## config.mk

```make
export PLATFORM = sky130hd
export DESIGN_NAME = umul_us_pipe
export DESIGN_NICKNAME = d
export VERILOG_FILES = /design/src/rtl/umul_pkg.sv /design/src/rtl/umul_rst_sync.sv /design/src/rtl/umul_core_stage.sv /design/src/rtl/umul_fix_stage.sv /design/src/rtl/umul_us_pipe.sv
export SDC_FILE = /design/constraint.sdc
export NUM_CORES = 1
export LEC_CHECK = 0
export ABC_AREA = 1
export CAP_MARGIN = 20
export CELL_PAD_IN_SITES_DETAIL_PLACEMENT = 1
export CELL_PAD_IN_SITES_GLOBAL_PLACEMENT = 2
export CORE_MARGIN = 2
export CORE_UTILIZATION = 35
export DETAILED_ROUTE_END_ITERATION = 10
export PLACE_DENSITY = 0.86
export RECOVER_POWER = 25
export SLEW_MARGIN = 40
export SYNTH_ARGS = -nofsm -noshare
export SYNTH_HDL_FRONTEND = slang
export SYNTH_SLANG_ARGS = --single-unit
```

## constraint.sdc

```tcl
create_clock -name clk -period 0.8 [get_ports clk]
set_clock_uncertainty 0.2 [all_clocks]
set_input_delay 0.12 -clock clk [delete_from_list [all_inputs] [get_ports clk]]
set_output_delay 0.12 -clock clk [all_outputs]
set_load 0.02 [all_outputs]
```

## src/rtl/umul_pkg.sv

```systemverilog
package umul_pkg;
  // Default operand widths; the product width is derived in each module.
  localparam int unsigned UMUL_A_W = 18;
  localparam int unsigned UMUL_B_W = 18;
  localparam int unsigned UMUL_RST_STAGES = 2;
endpackage

```

## src/rtl/umul_rst_sync.sv

```systemverilog
module umul_rst_sync #(
  parameter int unsigned STAGES = umul_pkg::UMUL_RST_STAGES
) (
  input  logic clk,
  input  logic rst_n,
  output logic rst_sync_n
);
  logic [STAGES-1:0] chain_q;
  logic [STAGES-1:0] chain_d;

  always_comb begin
    chain_d = {chain_q[STAGES-2:0], 1'b1};
  end

  always_ff @(posedge clk or negedge rst_n) begin
    if (!rst_n) chain_q <= '0;
    else        chain_q <= chain_d;
  end

  assign rst_sync_n = chain_q[STAGES-1];

  initial begin
    a_stages_ok: assert (STAGES >= 2)
      else $error("reset synchronizer needs two or more stages");
  end
endmodule

```

## src/rtl/umul_core_stage.sv

```systemverilog
module umul_core_stage #(
  parameter int unsigned A_W = umul_pkg::UMUL_A_W,
  parameter int unsigned B_W = umul_pkg::UMUL_B_W,
  localparam int unsigned P_W = A_W + B_W
) (
  input  logic                  clk,
  input  logic                  rst_n,
  input  logic                  in_valid,
  input  logic [A_W-1:0]        a_u,
  input  logic signed [B_W-1:0] b_s,
  output logic                  s1_valid,
  output logic                  s1_msb,
  output logic signed [B_W-1:0] s1_b,
  output logic signed [P_W-1:0] s1_raw
);
  logic                  valid_d;
  logic signed [P_W-1:0] raw_d;
  logic                  load_en;

  // Same-width signed multiply: the unsigned operand is reinterpreted.
  always_comb begin
    load_en = in_valid;
    valid_d = in_valid;
    raw_d   = $signed(a_u) * b_s;
  end

  always_ff @(posedge clk or negedge rst_n) begin
    if (!rst_n) s1_valid <= 1'b0;
    else        s1_valid <= valid_d;
  end

  always_ff @(posedge clk) begin
    if (load_en) begin
      s1_msb <= a_u[A_W-1];
      s1_b   <= b_s;
      s1_raw <= raw_d;
    end
  end

  p_accept_r2: assert property (@(posedge clk) disable iff (!rst_n)
    in_valid |=> s1_valid);
  p_gap_r3: assert property (@(posedge clk) disable iff (!rst_n)
    !in_valid |=> !s1_valid);
  p_msb_capture_r6: assert property (@(posedge clk) disable iff (!rst_n)
    in_valid |=> (s1_msb == $past(a_u[A_W-1])));
endmodule

```

## src/rtl/umul_fix_stage.sv

```systemverilog
module umul_fix_stage #(
  parameter int unsigned A_W = umul_pkg::UMUL_A_W,
  parameter int unsigned B_W = umul_pkg::UMUL_B_W,
  localparam int unsigned P_W = A_W + B_W
) (
  input  logic                  clk,
  input  logic                  rst_n,
  input  logic                  s1_valid,
  input  logic                  s1_msb,
  input  logic signed [B_W-1:0] s1_b,
  input  logic signed [P_W-1:0] s1_raw,
  output logic                  out_valid,
  output logic signed [P_W-1:0] product
);
  logic signed [B_W-1:0] upper_fix;
  logic signed [P_W-1:0] product_d;
  logic                  valid_d;

  // Add the signed operand into the upper half when the unsigned MSB is set.
  always_comb begin
    upper_fix = s1_msb ? s1_b : '0;
    product_d = {s1_raw[P_W-1:A_W] + upper_fix, s1_raw[A_W-1:0]};
    valid_d   = s1_valid;
  end

  always_ff @(posedge clk or negedge rst_n) begin
    if (!rst_n) out_valid <= 1'b0;
    else        out_valid <= valid_d;
  end

  always_ff @(posedge clk) begin
    if (s1_valid) product <= product_d;
  end

  p_fwd_r2: assert property (@(posedge clk) disable iff (!rst_n)
    s1_valid |=> out_valid);
  p_gap_r3: assert property (@(posedge clk) disable iff (!rst_n)
    !s1_valid |=> !out_valid);
  p_hold_r7: assert property (@(posedge clk) disable iff (!rst_n)
    (!s1_valid && out_valid) |=> $stable(product));
  p_low_half_r1: assert property (@(posedge clk) disable iff (!rst_n)
    s1_valid |=> (product[A_W-1:0] == $past(s1_raw[A_W-1:0])));
  p_no_fix_r6: assert property (@(posedge clk) disable iff (!rst_n)
    (s1_valid && !s1_msb) |=> (product == $past(s1_raw)));
endmodule

```

## src/rtl/umul_us_pipe.sv

```systemverilog
module umul_us_pipe #(
  parameter int unsigned A_W = umul_pkg::UMUL_A_W,
  parameter int unsigned B_W = umul_pkg::UMUL_B_W,
  localparam int unsigned P_W = A_W + B_W
) (
  input  logic                  clk,
  input  logic                  rst_n,
  input  logic                  in_valid,
  input  logic [A_W-1:0]        a_u,
  input  logic signed [B_W-1:0] b_s,
  output logic                  out_valid,
  output logic signed [P_W-1:0] product
);
  logic                  rst_sync_n;
  logic                  s1_valid;
  logic                  s1_msb;
  logic signed [B_W-1:0] s1_b;
  logic signed [P_W-1:0] s1_raw;

  umul_rst_sync #(.STAGES(umul_pkg::UMUL_RST_STAGES)) u_rst (
    .clk(clk), .rst_n(rst_n), .rst_sync_n(rst_sync_n)
  );

  umul_core_stage #(.A_W(A_W), .B_W(B_W)) u_core (
    .clk(clk), .rst_n(rst_sync_n), .in_valid(in_valid),
    .a_u(a_u), .b_s(b_s),
    .s1_valid(s1_valid), .s1_msb(s1_msb), .s1_b(s1_b), .s1_raw(s1_raw)
  );

  umul_fix_stage #(.A_W(A_W), .B_W(B_W)) u_fix (
    .clk(clk), .rst_n(rst_sync_n),
    .s1_valid(s1_valid), .s1_msb(s1_msb), .s1_b(s1_b), .s1_raw(s1_raw),
    .out_valid(out_valid), .product(product)
  );

  p_reset_quiet_r4: assert property (@(posedge clk)
    !rst_sync_n |-> !out_valid);
  p_stage_chain_r2: assert property (@(posedge clk) disable iff (!rst_sync_n)
    out_valid |-> $past(s1_valid));
endmodule

```

==> results.md, run 1 <==
* Status: complete, but fails checks
* Failing checks: hold timing, setup timing
* Crit path max fanout at 7
* Final Net Count at 2981
* Ys async rst share at 4.21%
* Yosys warnings at 0
* Yosys reg bits at 95
* Setup crit end kind: register
* Synth top cells by count: inv_1, nand2_1, fa_1
* # Max-Cap Violations at 0
* Largest family of logic cells by synthesized area: adder cells
* GRT Util Overall at between 20 and 30%
* Final setup fails at 170
* DP HPWL at 46.5 mm
* Clk pin slew, worst setup/hold paths at 0.07 ns
* Period utilization at 669%
* Core Rows at ~80
* DR WL/cell at 24.4 um
* Clock Tree Root: clkbuf_16
* Library cells used by synthesis at 37
* Core ar. at between 0.04 and 0.05 sq mm
* Antenna violations before repair at 1
* Met2 global-route usage at 52.2%
* Die H at around 230 um
* CTS Buffer Depth at 2
* Total CTS buffers at 9
* Top cells by area, synth: fa_1, edfxtp_1, inv_1, nand2_1, ha_1
* Pin count of the biggest net entering global routing at 37
* Simple-gate share of the synthesized area at 17.2%
* Fill cell count at 5357
* Setup TNS at -196.22 ns
* Cell count after synthesis at between 2000 and 2500
* Post-layout instance area at ~0.026 sq mm
* N_diodes at 0
* M3 GR Usage at 3.60%
* Data required, critical path at between 0.7 and 0.8 ns
* Final Slew Violations at 0
* XOR/XNOR Fraction of Synth Area at 1.53%
* Top_reg_cell synth: edfxtp_1
* Synthesized area at ~0.017 sq mm
* Hold WC Path Type: in -> reg
* Starting DRT DRC Count at around 1000
* Drt first pass iters at 5
* Critical-path top delay cell: fa_1
* Syn nets at 2572
* IO Pins at 76
* Grt total ovfl at 0
* Layout area overhead at 52.0%
* Post-synth EDFFs at a little over 90
* Initial Utilization at 35.3%
* Hold Vio Cnt, Final at 6
* Crit-path max cell delay at 0.56 ns
* Hold slack at -0.230 ns
* Adder-Cell Fraction of Synth Area at 46.4%
* Chip width at 226 um
* Mux cell area share after synthesis at 0%
* DRC Markers at 0
* Clk Latency, worst-skew pair at 0.37 ns
* CTS HTree Levels at 3
* TritonCTS clock tree: yes
* FMAX at 187 MHz
* Sequential share of the synthesized area at 16.5%
* Area after DPL at 0.0217 sq mm
* PnR worst setup slack at -4.55 ns
* Minimum clock period at ~5.4 ns
* DR vias at 15800
* First-pass GRT wire length at 106 mm
* Largest area contributor in the netlist: fa_1
* RSZ-0062 raised after global routing: yes
* Clk sinks at between 90 and 100
* Most used routing layer: met2
* Detailed-route wire length at 77.5 mm
* Yosys top cell area share at 38.4%
* Share of cells above drive strength 1 at 42.7%
* Die ar. at 0.0510 sq mm
* Cts hold-fix bufs at 1
* Global Route met1 Usage at 32.2%
* Cell with the most instances after synthesis: inv_1
* Vias in the first global route at 18100
* Critical path start-end classification: in -> reg
* Family with the most delay on the worst path: adder cells
* Crit path launch type: input port
* IO Port Bufs at 75
* Critical Path AT at roughly 5.3 ns
* Post-synthesis compound-gate area fraction at 2.46%
* WP buf/inv at 12
* Vias per cell at 4.97
* Antenna Violating Nets Remaining at 0
* Post-Syn Area per Cell at 8.22 sq um
* Routability cong. at 0.880
[worst reg2reg max path, stage by stage, from the launching register on]
cell	delay (ns)
edfxtp_1	0.54
buf_4	0.22
nand2_1	0.07
inv_1	0.07
ha_4	0.25
nand2_2	0.16
inv_2	0.09
a21oi_4	0.22
nand2_1	0.10
nand2_1	0.10
nand3_1	0.11
nand2_1	0.12
nand2_1	0.07
[path summary, 6_finish.rpt]
kind / startpoint / endpoint / slack [ns] / cells past startpoint
max in group asynchronous: u_rst.chain_q[1] / u_core.s1_valid / 0.43 / 0
worst min register to register: u_rst.chain_q[1] / u_core.s1_valid / -0.17 / 0
worst max register to register: u_core.s1_msb / u_fix.product[35] / -1.75 / 12
worst min-delay path: b_s[17] / u_core.s1_b[17] / -0.23 / 1
worst max-delay path: a_u[17] / u_core.s1_raw[28] / -4.55 / 26
min in group asynchronous: rst_n / u_rst.chain_q[1] / -0.21 / 1
[placed cells by master (no fill, tap or decap), types with 13 or more instances in the layout]
cell type,count
fa_1,297
buf_6,119
ha_1,43
inv_1,515
nor2_4,33
fa_2,33
buf_2,13
nand3_1,20
nand3_2,17
buf_4,225
nand4_1,13
nor2_2,17
nand2_4,71
inv_2,128
nand2_1,391
buf_12,63
edfxtp_1,91
nand2_2,104
a21oi_4,19
a21oi_2,19
nor2_1,24
buf_8,18
ha_4,64
[metrics by stage]
| stage | setup slack, ns | hold slack, ns | cells | utilization [%] |
|---|---|---|---|---|
| after floorplan | -4.41 | -0.376 | 2093 | - |
| after global placement | -5.07 | -0.182 | 2988 | 44.6 |
| after detailed placement | -5.22 | -0.175 | 2988 | 44.6 |
| after CTS | -4.37 | -0.205 | 3142 | 51.8 |
| after global routing | -4.69 | -0.233 | 3171 | 53.7 |
| final | -4.55 | -0.230 | 3171 | 53.7 |
[area by class of cell]
cell class | count | area [sq um] | share of cell area, %
timing repair buffer | 471 | 5280 | 20.2
inverter | 658 | 2520 | 9.63
sequential | 95 | 2840 | 10.8
clock inverter | 6 | 76.3 | 0.292
tap | 664 | 831 | 3.18
multi-input combinational | 1267 | 14400 | 55.0
clock buffer | 10 | 239 | 0.913
[flip-flops by register name, indices dropped and copies added, names as in the netlist]
name / cells
u_core.s1_b: 18
u_fix.product: 36
u_core.s1_msb: 1
u_core.s1_raw: 36
u_core.s1_valid: 1
u_fix.out_valid: 1
u_rst.chain_q: 2
[cell families (layout without fill, tap and decap cells)]
family          count (synthesis)  count (layout)
compound gates                 75              75
xor+xnor                       30              30
fa+ha+maj                     440             440
buf+inv                       731            1145
flops                          95              95
other cells                     1               1
simple gates                  721             721
[per-layer routing]
metal,routed length (um),part of all wire (%)
met5,0,0
met4,5300,6.8
met3,4440,5.7
met2,39700,51
met1,28100,36
[repair_timing]
item	in CTS	in global routing
endpoints found under the hold margin	7	7
pin swaps	250	164
setup endpoints to repair	164	151
gates cloned	22	3
buffers inserted	119	41
gates resized for setup	785	261
Power of run 1 is not shown: default switching activity piles up to over one toggle a cycle in this logic, so the estimate is an artifact.
==> run 2: changes to the inputs <==
--- a/config.mk
+++ b/config.mk
@@ -12,6 +12,7 @@
 export CORE_MARGIN = 2
 export CORE_UTILIZATION = 35
 export DETAILED_ROUTE_END_ITERATION = 10
+export GPL_ROUTABILITY_DRIVEN = 0
 export PLACE_DENSITY = 0.86
 export RECOVER_POWER = 25
 export SLEW_MARGIN = 40
==> run 2 against run 1 <==
  * The flow still finishes with violations (hold timing, setup timing)
  * Global-route usage rose by 0.61 points
  * Wire length up 0.34%
  * Via count grew 0.11%
  * Sequential share of layout area is 0.053 points lower
==> results.md, run 2 (synthesized netlist as in run 1, its figures left out) <==
* Drt first pass iters at 5 (unchanged)
* Crit-path max cell delay at 0.59 ns (was 0.56 ns)
* DR WL/cell at 24.5 um (was 24.4 um)
* Total CTS buffers at 9 (unchanged)
* # Max-Cap Violations at 0 (unchanged)
* RSZ-0062 raised after global routing: yes (unchanged)
* CTS Buffer Depth at 2 (unchanged)
* Final Slew Violations at 0 (unchanged)
* N_diodes at 0 (unchanged)
* Crit path max fanout at 4 (was 7)
* Worst Hold Depth at 1 (unchanged)
* Core ar. at 0.0487 sq mm (unchanged)
* Pin count of the biggest net entering global routing at 35 (was 37)
* FF+latch area at 0.00284 sq mm (unchanged)
* Vias per cell at 4.98 (was 4.97)
* Chip width at 226 um (unchanged)
* Hold slack at -0.242 ns (was -0.230 ns)
* Core Rows at 81 (unchanged)
* Vias in the first global route at 18200 (was 18100)
* Layout Cells excl Fill at 3173 (was 3171)
* Share of cells above drive strength 1 at 44.5% (was 42.7%)
* DP HPWL at 46.6 mm (was 46.5 mm)
* Layout area overhead at 52.8% (was 52.0%)
* GRT Util Overall at 28.8% (was 28.2%)
* First-pass GRT wire length at 108 mm (was 106 mm)
* IO Pins at 76 (unchanged)
* Most common cell after layout, fill and taps aside: inv_1 (unchanged)
* Status: complete, but fails checks (unchanged)
* Data required, critical path at 0.72 ns (was 0.71 ns)
* Antenna Violating Nets Remaining at 0 (unchanged)
* PnR worst setup slack at -4.47 ns (was -4.55 ns)
* Clk sinks at 95 (unchanged)
* Area of the multi-input gates at 0.0145 sq mm (was 0.0144 sq mm)
* Cts hold-fix bufs at 1 (unchanged)
* Final Net Count at 2983 (was 2981)
* Critical-path cell list: buf_6, buf_12, buf_8, buf_6, nand2_4, inv_2, fa_2, fa_1, fa_1, fa_1, fa_1, inv_2, fa_1, inv_2, ha_4, a21oi_4, buf_6, o21a_1, nand2_2, a21oi_2, nand2_1, nand2_1, nand2_1
* FMAX at 190 MHz (was 187 MHz)
* Detailed-route wire length at 77.8 mm (was 77.5 mm)
* IO Port Bufs at 75 (unchanged)
* CTS HTree Levels at 3 (unchanged)
* Placed cells at 2987 (was 2988)
* Clock Tree Root: clkbuf_16 (unchanged)
* Critical path start-end classification: in -> reg (unchanged)
* Minimum clock period at 5.27 ns (was 5.35 ns)
* Critical Path AT at 5.19 ns (was 5.26 ns)
* Initial Utilization at 35.3% (unchanged)
* Most common cell on crit path: fa_1
* Critical-path top delay cell: fa_1 (unchanged)
* Setup crit end kind: register (unchanged)
* Reg2Reg Setup Slack at -1.79 ns (was -1.75 ns)
* Die H at 226 um (unchanged)
* TritonCTS clock tree: yes (unchanged)
* Hold Vio Cnt, Final at 6 (unchanged)
* Fill cell count at 5332 (was 5357)
* R2R cell count at 12 (unchanged)
* Commonest non-fill, non-tap cells in the layout: inv_1, nand2_1, fa_1 (unchanged)
* Clk Latency, worst-skew pair at 0.37 ns (about the same)
* Largest registers: u_core.s1_raw x36, u_fix.product x36, u_core.s1_b x18 (unchanged)
* DR vias at 15800 (about the same)
* Crit path launch type: input port (unchanged)
* Failing checks: hold timing, setup timing (unchanged)
* Clk pin slew, worst setup/hold paths at 0.07 ns (about the same)
* Starting DRT DRC Count at 855 (was 1006)
* DRC Markers at 0 (unchanged)
* Hold WC Path Type: in -> reg (unchanged)
* Final setup fails at 170 (unchanged)
* Die ar. at 0.0510 sq mm (unchanged)
* Antenna violations before repair at 1 (unchanged)
* Period utilization at 659% (was 669%)
* Grt total ovfl at 0 (unchanged)
-- run 2: worst max-delay path: cells and delay by family --
family	cells	cell delay, ns
AO/OA/AOI/OAI	3	0.46
adder cells (fa/ha/maj)	7	3.45
buffers and inverters	8	0.75
AND/OR/NAND/NOR	5	0.37
-- run 2: layout make-up --
class / instances / area share, %
clock buffers: 10 / 0.871
repair buffers: 473 / 20.3
well taps: 664 / 3.16
inverters: 658 / 9.57
multi-input cells: 1267 / 55.1
flip-flops and latches: 95 / 10.8
clock inverters: 6 / 0.205
-- run 2: final timing paths --
| kind | startpoint | to |
|---|---|---|
| worst max-delay path | b_s[15] | u_core.s1_raw[32] |
| worst min-delay path | b_s[17] | u_core.s1_b[17] |
| worst max register to register | u_core.s1_msb | u_fix.product[32] |
| worst min register to register | u_rst.chain_q[1] | u_core.s1_valid |
| max in group asynchronous | rst_n | u_rst.chain_q[0] |
| min in group asynchronous | u_rst.chain_q[1] | u_core.s1_valid |
-- run 2: metal layers --
metal | up-vias | GRT usage (%) | wire length, um
met2 | 575 | 52.5 | 39900
li1 | 6766 | - | -
met3 | 300 | 4.81 | 3410
met5 | - | 0 | 0
met4 | 0 | 16.8 | 6000
met1 | 8148 | 31.5 | 28500
-- run 2: repair_timing --
action,4_1_cts,5_1_grt
hold endpoints to repair,7,6
gates cloned,21,1
buffers inserted,115,48
pin swaps,252,250
setup endpoints to repair,164,149
resized for setup,811,326
-- run 2: per-stage QoR --
step	setup WS [ns]	cell area [sq um]	setup TNS [ns]	hold WS (ns)	utilization, %
after global routing	-4.59	26300	-198.43	-0.248	53.9
after floorplan	-4.41	19000	-159.37	-0.376	-
after CTS	-4.30	25000	-184.71	-0.238	51.3
after global placement	-5.12	21700	-233.61	-0.180	44.5
final	-4.47	26300	-193.26	-0.242	53.9
after detailed placement	-5.23	21700	-240.73	-0.175	44.5
Power of run 2 is left out for the same reason.
